==> src/rtl/hfc_pkg.sv <==
// Shared definitions for the HDLC receive FIFO access controller.
// Assumes a FIFO depth of 32, so the largest block size fits in 6 bits.
package hfc_pkg;

    // Kind of block offered to the processor.
    typedef enum logic {
        KIND_POOL = 1'b0,
        KIND_END  = 1'b1
    } blk_kind_t;

    // Decode the block-size select into a byte count.
    function automatic int unsigned blk_bytes(input logic [1:0] sel);
        case (sel)
            2'b00:   return 32;
            2'b01:   return 16;
            2'b10:   return 8;
            default: return 4;
        endcase
    endfunction

endpackage

==> src/rtl/hfc_ram.sv <==
// Circular byte store with one write port and one asynchronous read port.
// Each entry carries an end-of-frame marker bit. All marker bits are
// exported so that the status scanner can search them in parallel.
// Assumes that the write address and the read address are managed by the parent.
module hfc_ram #(
    parameter int DEPTH = 32,
    localparam int AW = $clog2(DEPTH)
) (
    input  logic             clk,
    input  logic             we,
    input  logic [AW-1:0]    waddr,
    input  logic [7:0]       wdata,
    input  logic             weof,
    input  logic [AW-1:0]    raddr,
    output logic [7:0]       rdata,
    output logic             reof,
    output logic [DEPTH-1:0] eof_map
);

    logic [7:0]       data_q [DEPTH];
    logic [DEPTH-1:0] eof_q;

    // Store the byte and its marker on a write.
    always_ff @(posedge clk) begin
        if (we) begin
            data_q[waddr] <= wdata;
            eof_q[waddr]  <= weof;
        end
    end

    // Present the addressed entry combinationally.
    always_comb begin
        rdata   = data_q[raddr];
        reof    = eof_q[raddr];
        eof_map = eof_q;
    end

endmodule

==> src/rtl/hfc_scan.sv <==
// Finds the first end-of-frame marker among the valid entries, counting
// from the oldest unreleased byte. Returns the length from that byte up to
// and including the marker. Assumes that fill never exceeds DEPTH.
module hfc_scan #(
    parameter int DEPTH = 32,
    localparam int AW = $clog2(DEPTH),
    localparam int CW = AW + 1
) (
    input  logic [DEPTH-1:0] eof_map,
    input  logic [AW-1:0]    head,
    input  logic [CW-1:0]    fill,
    output logic             found,
    output logic [CW-1:0]    first_len
);

    logic [AW-1:0] idx;

    // Priority search: the lowest offset wins, so scan downward.
    always_comb begin
        found     = 1'b0;
        first_len = '0;
        idx       = '0;
        for (int i = DEPTH - 1; i >= 0; i--) begin
            idx = head + AW'(i);
            if (eof_map[idx] && (CW'(i) < fill)) begin
                found     = 1'b1;
                first_len = CW'(i + 1);
            end
        end
    end

endmodule

==> src/rtl/hfc_blk.sv <==
// Block tracker: decides when a block is offered and what kind it is.
// It latches the block length, steps the read offset, and handles the
// release command and the interrupt status bits. Assumes one block at a time.
module hfc_blk
    import hfc_pkg::*;
#(
    parameter int DEPTH = 32,
    localparam int AW = $clog2(DEPTH),
    localparam int CW = AW + 1
) (
    input  logic          clk,
    input  logic          rst_n,
    input  logic [CW-1:0] fill,
    input  logic          found,
    input  logic [CW-1:0] first_len,
    input  logic [1:0]    blk_sel,
    input  logic          rd_en,
    input  logic          rmc,
    input  logic          ist_rd,
    output logic          presented,
    output logic [CW-1:0] blk_len,
    output logic [AW-1:0] rd_off_a,
    output logic          release_blk,
    output logic          irq_rpf,
    output logic          irq_rme
);

    logic [CW-1:0] sel_len;
    logic [CW-1:0] rd_off;
    logic          want_end;
    logic          want_pool;
    logic          start;
    blk_kind_t     kind;

    // Choose the kind of the next block from the current FIFO contents.
    always_comb begin
        sel_len     = CW'(blk_bytes(blk_sel));
        want_end    = found && (first_len <= sel_len);
        want_pool   = !want_end && (fill >= sel_len);
        start       = !presented && (want_end || want_pool);
        kind        = want_end ? KIND_END : KIND_POOL;
        release_blk = presented && rmc;
        rd_off_a    = rd_off[AW-1:0];
    end

    // Offer, read through, and release the current block.
    always_ff @(posedge clk) begin
        if (!rst_n) begin
            presented <= 1'b0;
            blk_len   <= '0;
            rd_off    <= '0;
        end else if (start) begin
            presented <= 1'b1;
            blk_len   <= (kind == KIND_END) ? first_len : sel_len;
            rd_off    <= '0;
        end else if (release_blk) begin
            presented <= 1'b0;
            rd_off    <= '0;
        end else if (presented && rd_en && (rd_off < blk_len)) begin
            rd_off <= rd_off + 1'b1;
        end
    end

    // Interrupt status bits: set on offer, cleared by a status read.
    always_ff @(posedge clk) begin
        if (!rst_n) begin
            irq_rpf <= 1'b0;
            irq_rme <= 1'b0;
        end else begin
            irq_rpf <= (start && (kind == KIND_POOL)) || (irq_rpf && !ist_rd);
            irq_rme <= (start && (kind == KIND_END))  || (irq_rme && !ist_rd);
        end
    end

endmodule

==> src/rtl/hfc_rx_ctrl.sv <==
// Top of the HDLC receive FIFO access controller. It keeps the write
// pointer, the release pointer and the fill count of the circular RAM.
// The status scanner and the block tracker decide what the processor sees.
// Assumes DEPTH = 32 so that every block-size setting fits in the RAM.
module hfc_rx_ctrl #(
    parameter int DEPTH = 32,
    localparam int AW = $clog2(DEPTH),
    localparam int CW = AW + 1
) (
    input  logic          clk,
    input  logic          rst_n,
    input  logic          wr_valid,
    input  logic [7:0]    wr_data,
    input  logic          wr_eof,
    output logic          wr_overflow,
    input  logic [1:0]    blk_sel,
    input  logic          rd_en,
    output logic [7:0]    rd_data,
    output logic          rd_status,
    input  logic          rmc,
    input  logic          ist_rd,
    output logic          irq_rpf,
    output logic          irq_rme,
    output logic          irq,
    output logic [CW-1:0] rbc
);

    logic [AW-1:0]    wr_ptr;
    logic [AW-1:0]    head;
    logic [CW-1:0]    fill;
    logic             do_wr;
    logic [DEPTH-1:0] eof_map;
    logic             found;
    logic [CW-1:0]    first_len;
    logic             presented;
    logic [CW-1:0]    blk_len;
    logic [AW-1:0]    rd_off_a;
    logic             release_blk;
    logic [AW-1:0]    raddr;

    // Accept a write only while space is free; report a dropped byte.
    always_comb begin
        do_wr       = wr_valid && (fill != CW'(DEPTH));
        wr_overflow = wr_valid && (fill == CW'(DEPTH));
        raddr       = head + rd_off_a;
        irq         = irq_rpf || irq_rme;
        rbc         = blk_len;
    end

    // Move the pointers and the fill count on writes and releases.
    always_ff @(posedge clk) begin
        if (!rst_n) begin
            wr_ptr <= '0;
            head   <= '0;
            fill   <= '0;
        end else begin
            if (do_wr) wr_ptr <= wr_ptr + 1'b1;
            if (release_blk) head <= head + blk_len[AW-1:0];
            fill <= fill + CW'(do_wr) - (release_blk ? blk_len : '0);
        end
    end

    hfc_ram #(.DEPTH(DEPTH)) u_ram (
        .clk     (clk),
        .we      (do_wr),
        .waddr   (wr_ptr),
        .wdata   (wr_data),
        .weof    (wr_eof),
        .raddr   (raddr),
        .rdata   (rd_data),
        .reof    (rd_status),
        .eof_map (eof_map)
    );

    hfc_scan #(.DEPTH(DEPTH)) u_scan (
        .eof_map   (eof_map),
        .head      (head),
        .fill      (fill),
        .found     (found),
        .first_len (first_len)
    );

    hfc_blk #(.DEPTH(DEPTH)) u_blk (
        .clk         (clk),
        .rst_n       (rst_n),
        .fill        (fill),
        .found       (found),
        .first_len   (first_len),
        .blk_sel     (blk_sel),
        .rd_en       (rd_en),
        .rmc         (rmc),
        .ist_rd      (ist_rd),
        .presented   (presented),
        .blk_len     (blk_len),
        .rd_off_a    (rd_off_a),
        .release_blk (release_blk),
        .irq_rpf     (irq_rpf),
        .irq_rme     (irq_rme)
    );

endmodule

==> config.mk <==
export PLATFORM = sky130hd
export DESIGN_NAME = hfc_rx_ctrl
export DESIGN_NICKNAME = d
export VERILOG_FILES = /design/src/rtl/hfc_pkg.sv /design/src/rtl/hfc_ram.sv /design/src/rtl/hfc_scan.sv /design/src/rtl/hfc_blk.sv /design/src/rtl/hfc_rx_ctrl.sv
export SDC_FILE = /design/constraint.sdc
export NUM_CORES = 1
export LEC_CHECK = 0
export BUFFER_PORTS_ARGS = -buffer_cell sky130_fd_sc_hd__buf_2
export CORE_ASPECT_RATIO = 1.25
export CORE_MARGIN = 5
export CORE_UTILIZATION = 30
export CTS_CLUSTER_DIAMETER = 60
export DETAILED_ROUTE_END_ITERATION = 12
export HOLD_SLACK_MARGIN = 0.08
export SLEW_MARGIN = 20
export SYNTH_ARGS = -nofsm -noshare
export SYNTH_HDL_FRONTEND = slang
export SYNTH_SLANG_ARGS = --single-unit
==> constraint.sdc <==
create_clock -name clk -period 7.6 [get_ports clk]
set_clock_uncertainty 0.2 [all_clocks]
set_input_delay 1.14 -clock clk [delete_from_list [all_inputs] [get_ports clk]]
set_output_delay 1.14 -clock clk [all_outputs]
set_load 0.03 [all_outputs]
### Yosys cells after proc, flatten, opt, wreduce, memory -nomap -nowiden

Memories as Yosys holds them, arrays and structs flattened.
Cells that the tools add are included.

| storage, ports and cells | value |
|---|---|
| register bits | 63 |
| bits in writable memories | 256 |
| bits of input ports | 17 |
| word-level logic and storage cells | 319 |
| memories | 1 |

Memory list:

| memory | words | bits a word | rd ports | clocked after Yosys merged registers in | write ports | RTL line | source |
|---|---|---|---|---|---|---|---|
| u_ram.data_q | 32 | 8 | 1 | 0 | 1 | hfc_ram.sv:20 | `logic [7:0] data_q [DEPTH];` |

| cells by class | value |
|---|---|
| $add $sub $neg | 37 |
| $lt $le $gt $ge | 70 |
| equal/unequal tests | 4 |
| mux-type cells | 141 |
| bitwise operators | 2 |
| reductions and logical operators | 55 |

Operators by type and width:

| cell | count |
|---|---|
| < comparator 5 x 6 -> 1 bit, second input constant | 34 |
| 2-to-1 mux 6 bit | 34 |
| binary-select mux 1 bit (select 5 bit) | 33 |
| < comparator 5 x 6 -> 1 bit, first input constant | 16 |
| adder 5 bit, second input constant | 16 |
| 2-to-1 mux 1 bit | 71 |
| < comparator 4 x 6 -> 1 bit, first input constant | 8 |
| logical AND 1 bit | 45 |
| adder 5 x 4 -> 5 bit, second input constant | 8 |
| bitwise mux 32 bit | 1 |
| < comparator 3 x 6 -> 1 bit, first input constant | 4 |
| adder 5 x 3 -> 5 bit, second input constant | 4 |
| one-hot mux 6 bit (3 select lines) | 1 |
| < comparator 1 x 6 -> 1 bit, first input constant | 2 |
| < comparator 2 x 6 -> 1 bit, first input constant | 2 |
| adder 5 x 1 -> 5 bit, second input constant | 2 |
| adder 5 x 2 -> 5 bit, second input constant | 2 |
| adder 5 bit | 2 |
| adder 6 x 1 -> 6 bit | 1 |
| adder 6 x 1 -> 6 bit, second input constant | 1 |
| == test 6 bit, second input constant | 1 |
| >= comparator 6 bit | 1 |
| less-or-equal comparator 6 bit | 1 |
| < comparator 6 bit | 1 |
| other kinds (12) | 18 |

### Longest topological paths before layout

| logic depth | value |
|---|---|
| depth in word-level cells | 44 |
| gate-level depth with buffers | 25 |
| depth with buffers taken out | 20 |

### Hierarchy

A second synthesis with hierarchy kept.

| unflattened totals | value |
|---|---|
| cells, all modules | 1177 |
| area, all modules | 18066.1 sq um |

Modules (own cells, without submodules):

| module | times used | cells each | area each (sq um) | seq. area each (sq um) |
|---|---|---|---|---|
| hfc_ram | 1 | 454 | 11101.9 | 8648.3 |
| hfc_scan | 1 | 464 | 4690.7 | 0.0 |
| hfc_rx_ctrl | 1 | 129 | 1186.1 | 320.3 |
| hfc_blk | 1 | 130 | 1087.3 | 300.3 |

### Worst setup path before layout

Ideal clock, no wire load.

| timing | value |
|---|---|
| kind | reg-to-reg |
| from | reg head[1] |
| to | reg u_blk.rd_off[1] |
| library setup time | 135 ps |
| arrival | 5393 ps |
| required time | 7265 ps |
| setup slack | 1873 ps |
| cell stages (with the launch flop) | 23 |
| buffers on the path | 4 |
| clock period less this slack | 5727 ps |
| cells stage by stage | dfxtp_1 -> buf_2 -> clkbuf_1 -> inv_1 -> ha_1 -> buf_6 -> buf_6 -> mux4_2 -> mux4_2 -> a22oi_1 -> o2111ai_1 -> nor3_2 -> o31ai_1 -> a31oi_1 -> ha_1 -> nor2b_1 -> o21ai_0 -> nand2b_1 -> a21oi_1 -> or2_2 -> o211ai_4 -> a31oi_4 -> nor3_2 |

| on the way | value |
|---|---|
| word-level cells in the longest chain between the ends | 43 |
| elaborated cells on any way between the ends | 198 |
| those cells by class | add/sub: 31; order compare: 1; mux: 128; reduce/logical: 38 |

Ends and longest elaborated chain:

| what | RTL line | source |
|---|---|---|
| from (decl) | hfc_rx_ctrl.sv:29 | `logic [AW-1:0] head;` |
| from (signal assigned) | hfc_rx_ctrl.sv:58 | `if (release_blk) head <= head + blk_len[AW-1:0];` |
| adder 5 bit | hfc_scan.sv:24 | `idx = head + AW'(i);` |
| binary-select mux 1 bit (select 5 bit) | hfc_scan.sv:25 | `if (eof_map[idx] && (CW'(i) < fill)) begin` |
| 2-to-1 mux 1 bit (implied by the code) | hfc_scan.sv:25 |  |
| logical AND 1 bit | hfc_scan.sv:25 |  |
| 2-to-1 mux 6 bit (32 in a row) | hfc_scan.sv:25 |  |
| less-or-equal comparator 6 bit | hfc_blk.sv:38 | `want_end = found && (first_len <= sel_len);` |
| logical AND 1 bit (*) | hfc_blk.sv:38 |  |
| logical NOT 1 bit | hfc_blk.sv:39 | `want_pool = !want_end && (fill >= sel_len);` |
| logical AND 1 bit | hfc_blk.sv:39 |  |
| logical OR 1 bit (*) | hfc_blk.sv:40 | `start = !presented && (want_end \|\| want_pool);` |
| logical AND 1 bit (*) | hfc_blk.sv:40 |  |
| OR reduction 3 bit (no source line) (*) | -- |  |
| to (signal assigned) | hfc_blk.sv:60 | `rd_off <= rd_off + 1'b1;` |
| to (decl) | hfc_blk.sv:29 | `logic [CW-1:0] rd_off;` |

Mark *: on every way between the ends. The rest lies on a longest branch, timed or not. The select of a mux whose other input is x is not followed.
A chain may end at the register's enable or synchronous reset.

### Worst setup path in the final report

| timing | value |
|---|---|
| from | reg head[2] |
| to | reg u_blk.rd_off[0] |

The elaborated chain is that of the path after synthesis.

==> results.tsv <==
metric	value	unit
CP most frequent cell	ha_1	
Comb pwr share	0.363	
sequential area share after synthesis	0.539	
most numerous cell in the Yosys netlist	edfxtp_1	
Synth warnings	0	
WL/cell	22.1	µm
htree depth	2	
Antenna Cells	0	
HPWL reported at the end of detailed placement	29.5	mm
Pleak	0.00625	µW
Tmin final	6.59	ns
Tcrit/Tclk final	0.867	
Setup CP Type	register to register	
PortBufs	35	
most common library cells after synthesis	288 x edfxtp_1, 157 x mux4_2, 77 x nor2_1	
Slew HR	0.222	
CTS Buffer Depth	3	
critical path arrival	6.75	ns
switching share of total power	0.339	
max-cap viol count	0	
final hold violations	0	
Mapped Cells	1111	
Slew Limit Fails	0	
Pwr Density	297	nW/µm²
DRT iter0 DRCs	725	
Core ar.	57000	µm²
share of the synthesized area in the top cell type	0.503	
Critical Path Sink Type	register	
crit-path max FO	20	
Total Routing Usage GR	0.133	
main flop type after synthesis	edfxtp_1	
top area cells in the synthesized netlist	edfxtp_1 50%, mux4_2 21%, dfxtp_1 3.6%	
worst-case vdd ir drop	279	µV
die footprint	62300	µm²
vias	10200	
synthesized area per cell	15.5	µm²
die height	278	µm
cts hold-fix bufs	0	
sw power	1950	µW
number of remaining DRC errors	0	
initial antenna violation count	1	
io pins	36	
Fin Setup TNS	0	ns
number of global-route vias before repair	10400	
unique cell type count in the Yosys netlist	77	
First-pass DRT Iterations	5	
Power, Total	5760	µW
area grow syn2layout	12.8	%
Post-synth ARST share	0	
Cells after DPL	1864	
total gr overflow	0	
Num CTS Buffers	34	
Routed Antenna Nets	0	
fmax	152	MHz
RD Place Congestion	0.913	
FF-to-FF path depth	18	
cells along the critical path	clkinv_1 > ha_1 > xnor2_2 > mux4_2 > a2111oi_0 > a211oi_1 > nand2_1 > nor2_1 > a31oi_1 > ha_1 > nor2b_1 > o21ai_0 > nand2b_1 > a21oi_1 > or2_2 > o211ai_4 > a31oi_4 > nor3_2	
Internal Power	3800	µW
status	finished clean	
nets@finish	1220	
number of core rows	98	
RSZ-0062 raised after global routing	false	
Crit path largest cell delay	0.90	ns
Worst Max-Slew Pin Slew	1.16	ns
Mapped Area	17200	µm²
number of flops mapped to enable cells by yosys	288	
Reg power frac	0.358	
hold path depth	2	
fin area	19400	µm²
clock sinks	319	
Finish-stage setup viols	0	
Hold Crit Class	register to register	
postcts setup bufs	0	
clk root buf	clkbuf_16	
die width	224	µm
fin util	0.340	
worst-skew pair later-pin latency	0.51	ns
vias per cell	5.28	
cts repair resizes	0	
Clk network pwr share	0.279	
Slowest-stage cell, CP	dfxtp_1	
Finished Layout Cells	1925	
Setup crit start kind	register	
area post-placement	18300	µm²
Worst-path clk slew	0.06	ns
initial core utilization	0.302	
Req. time, crit path	7.77	ns
Yosys top cell by area	edfxtp_1	
DRT Wirelength	42.6	mm
Syn Nets	1180	
synthesized flop and latch total	319	
first-pass GRT wire length	64.9	mm
CTS tree	built	
largest net degree at the start of global routing	58	
layout cells sized above 1	0.283	
power by group through the flow:
stage	clock network, µW	registers, µW	logic, µW
after floorplan	0	2070	1540
after detailed placement	0	2100	2070
after global routing	1720	2070	2260
final	1600	2060	2090
after global placement	0	2090	2060
after CTS	1640	2060	2080
kinds of logic after synthesis:
group / after synthesis / synth area share
AOI/OAI and AO/OA: 154 / 0.0620
xor gates and xnor gates: 44 / 0.0237
adders and majority gates: 52 / 0.0391
buffers and inverters: 87 / 0.0217
DFF: 319 / 0.539
muxes: 229 / 0.249
and+or+nand+nor: 226 / 0.0657
per-layer routing:
layer  up-vias  routed length [µm]  track usage
met3        68                1640       0.0183
met4         0                 932       0.0314
met2       271               22800        0.245
li1       4564                   -            -
met5         -                   0            0
met1      5267               17200        0.166
cell usage in the layout (no fill, tap or decap), types with 16 or more instances in the layout:
cell       netlist  final
a21oi_1         37     37
mux2i_1         50     50
edfxtp_1       288    288
buf_4            2     25
mux4_2         157    157
ha_1            49     48
xnor2_1         31     29
nor2_1          77     71
inv_1           26     26
mux2_2          22     22
clkbuf_16        0     35
a21o_1          16     16
buf_2            7     35
nand2_1         50     50
dfxtp_1         31     29
o21ai_0         23     23
worst paths after layout:
| kind | slack [ns] | startpoint | end |
|---|---|---|---|
| max | 1.01 | head[2] | u_blk.rd_off[0] |
| max reg2reg | 1.01 | head[2] | u_blk.rd_off[0] |
| min reg2reg | 0.29 | u_blk.irq_rpf | u_blk.irq_rpf |
| min | 0.29 | u_blk.irq_rpf | u_blk.irq_rpf |
per-stage QoR:
step | hold WS, ns | setup WS (ns)
finish | 0.289 | 1.01
global route | 0.337 | 0.571
CTS | 0.294 | 1.09
detailed placement | 0.287 | 1.10
global placement | 0.271 | 1.27
floorplan | 0.316 | 1.87
final cells by class:
cell class	count	area [µm²]
Sequential cell	319	9270
Timing Repair Buffer	61	390
Clock buffer	42	902
Fill cell	5452	37600
Inverter	30	113
Tap cell	750	938
Multi-Input combinational cell	705	7610
Clock inverter	18	171
worst max-delay path, delay by kind of cell, from the launching register on:
family | cells | cell delay (ns)
XOR/XNOR | 1 | 0.46
flip-flops | 1 | 0.90
AO/OA/AOI/OAI | 7 | 2.16
AND/OR/NAND/NOR | 6 | 0.81
multiplexers | 1 | 0.61
adder cells (fa/ha/maj) | 2 | 0.70
buffers and inverters | 1 | 0.60
sequential cells by signal, indices dropped and copies added, names as in the netlist:
register	cells
head	5
u_blk.rd_off	6
wr_ptr	5
u_blk.irq_rpf	1
u_ram.data_q	256
u_blk.irq_rme	1
u_ram.eof_map	32
u_blk.blk_len	6
fill	6
u_blk.presented	1
No activity file was read; power rests on OpenSTA's default activity.
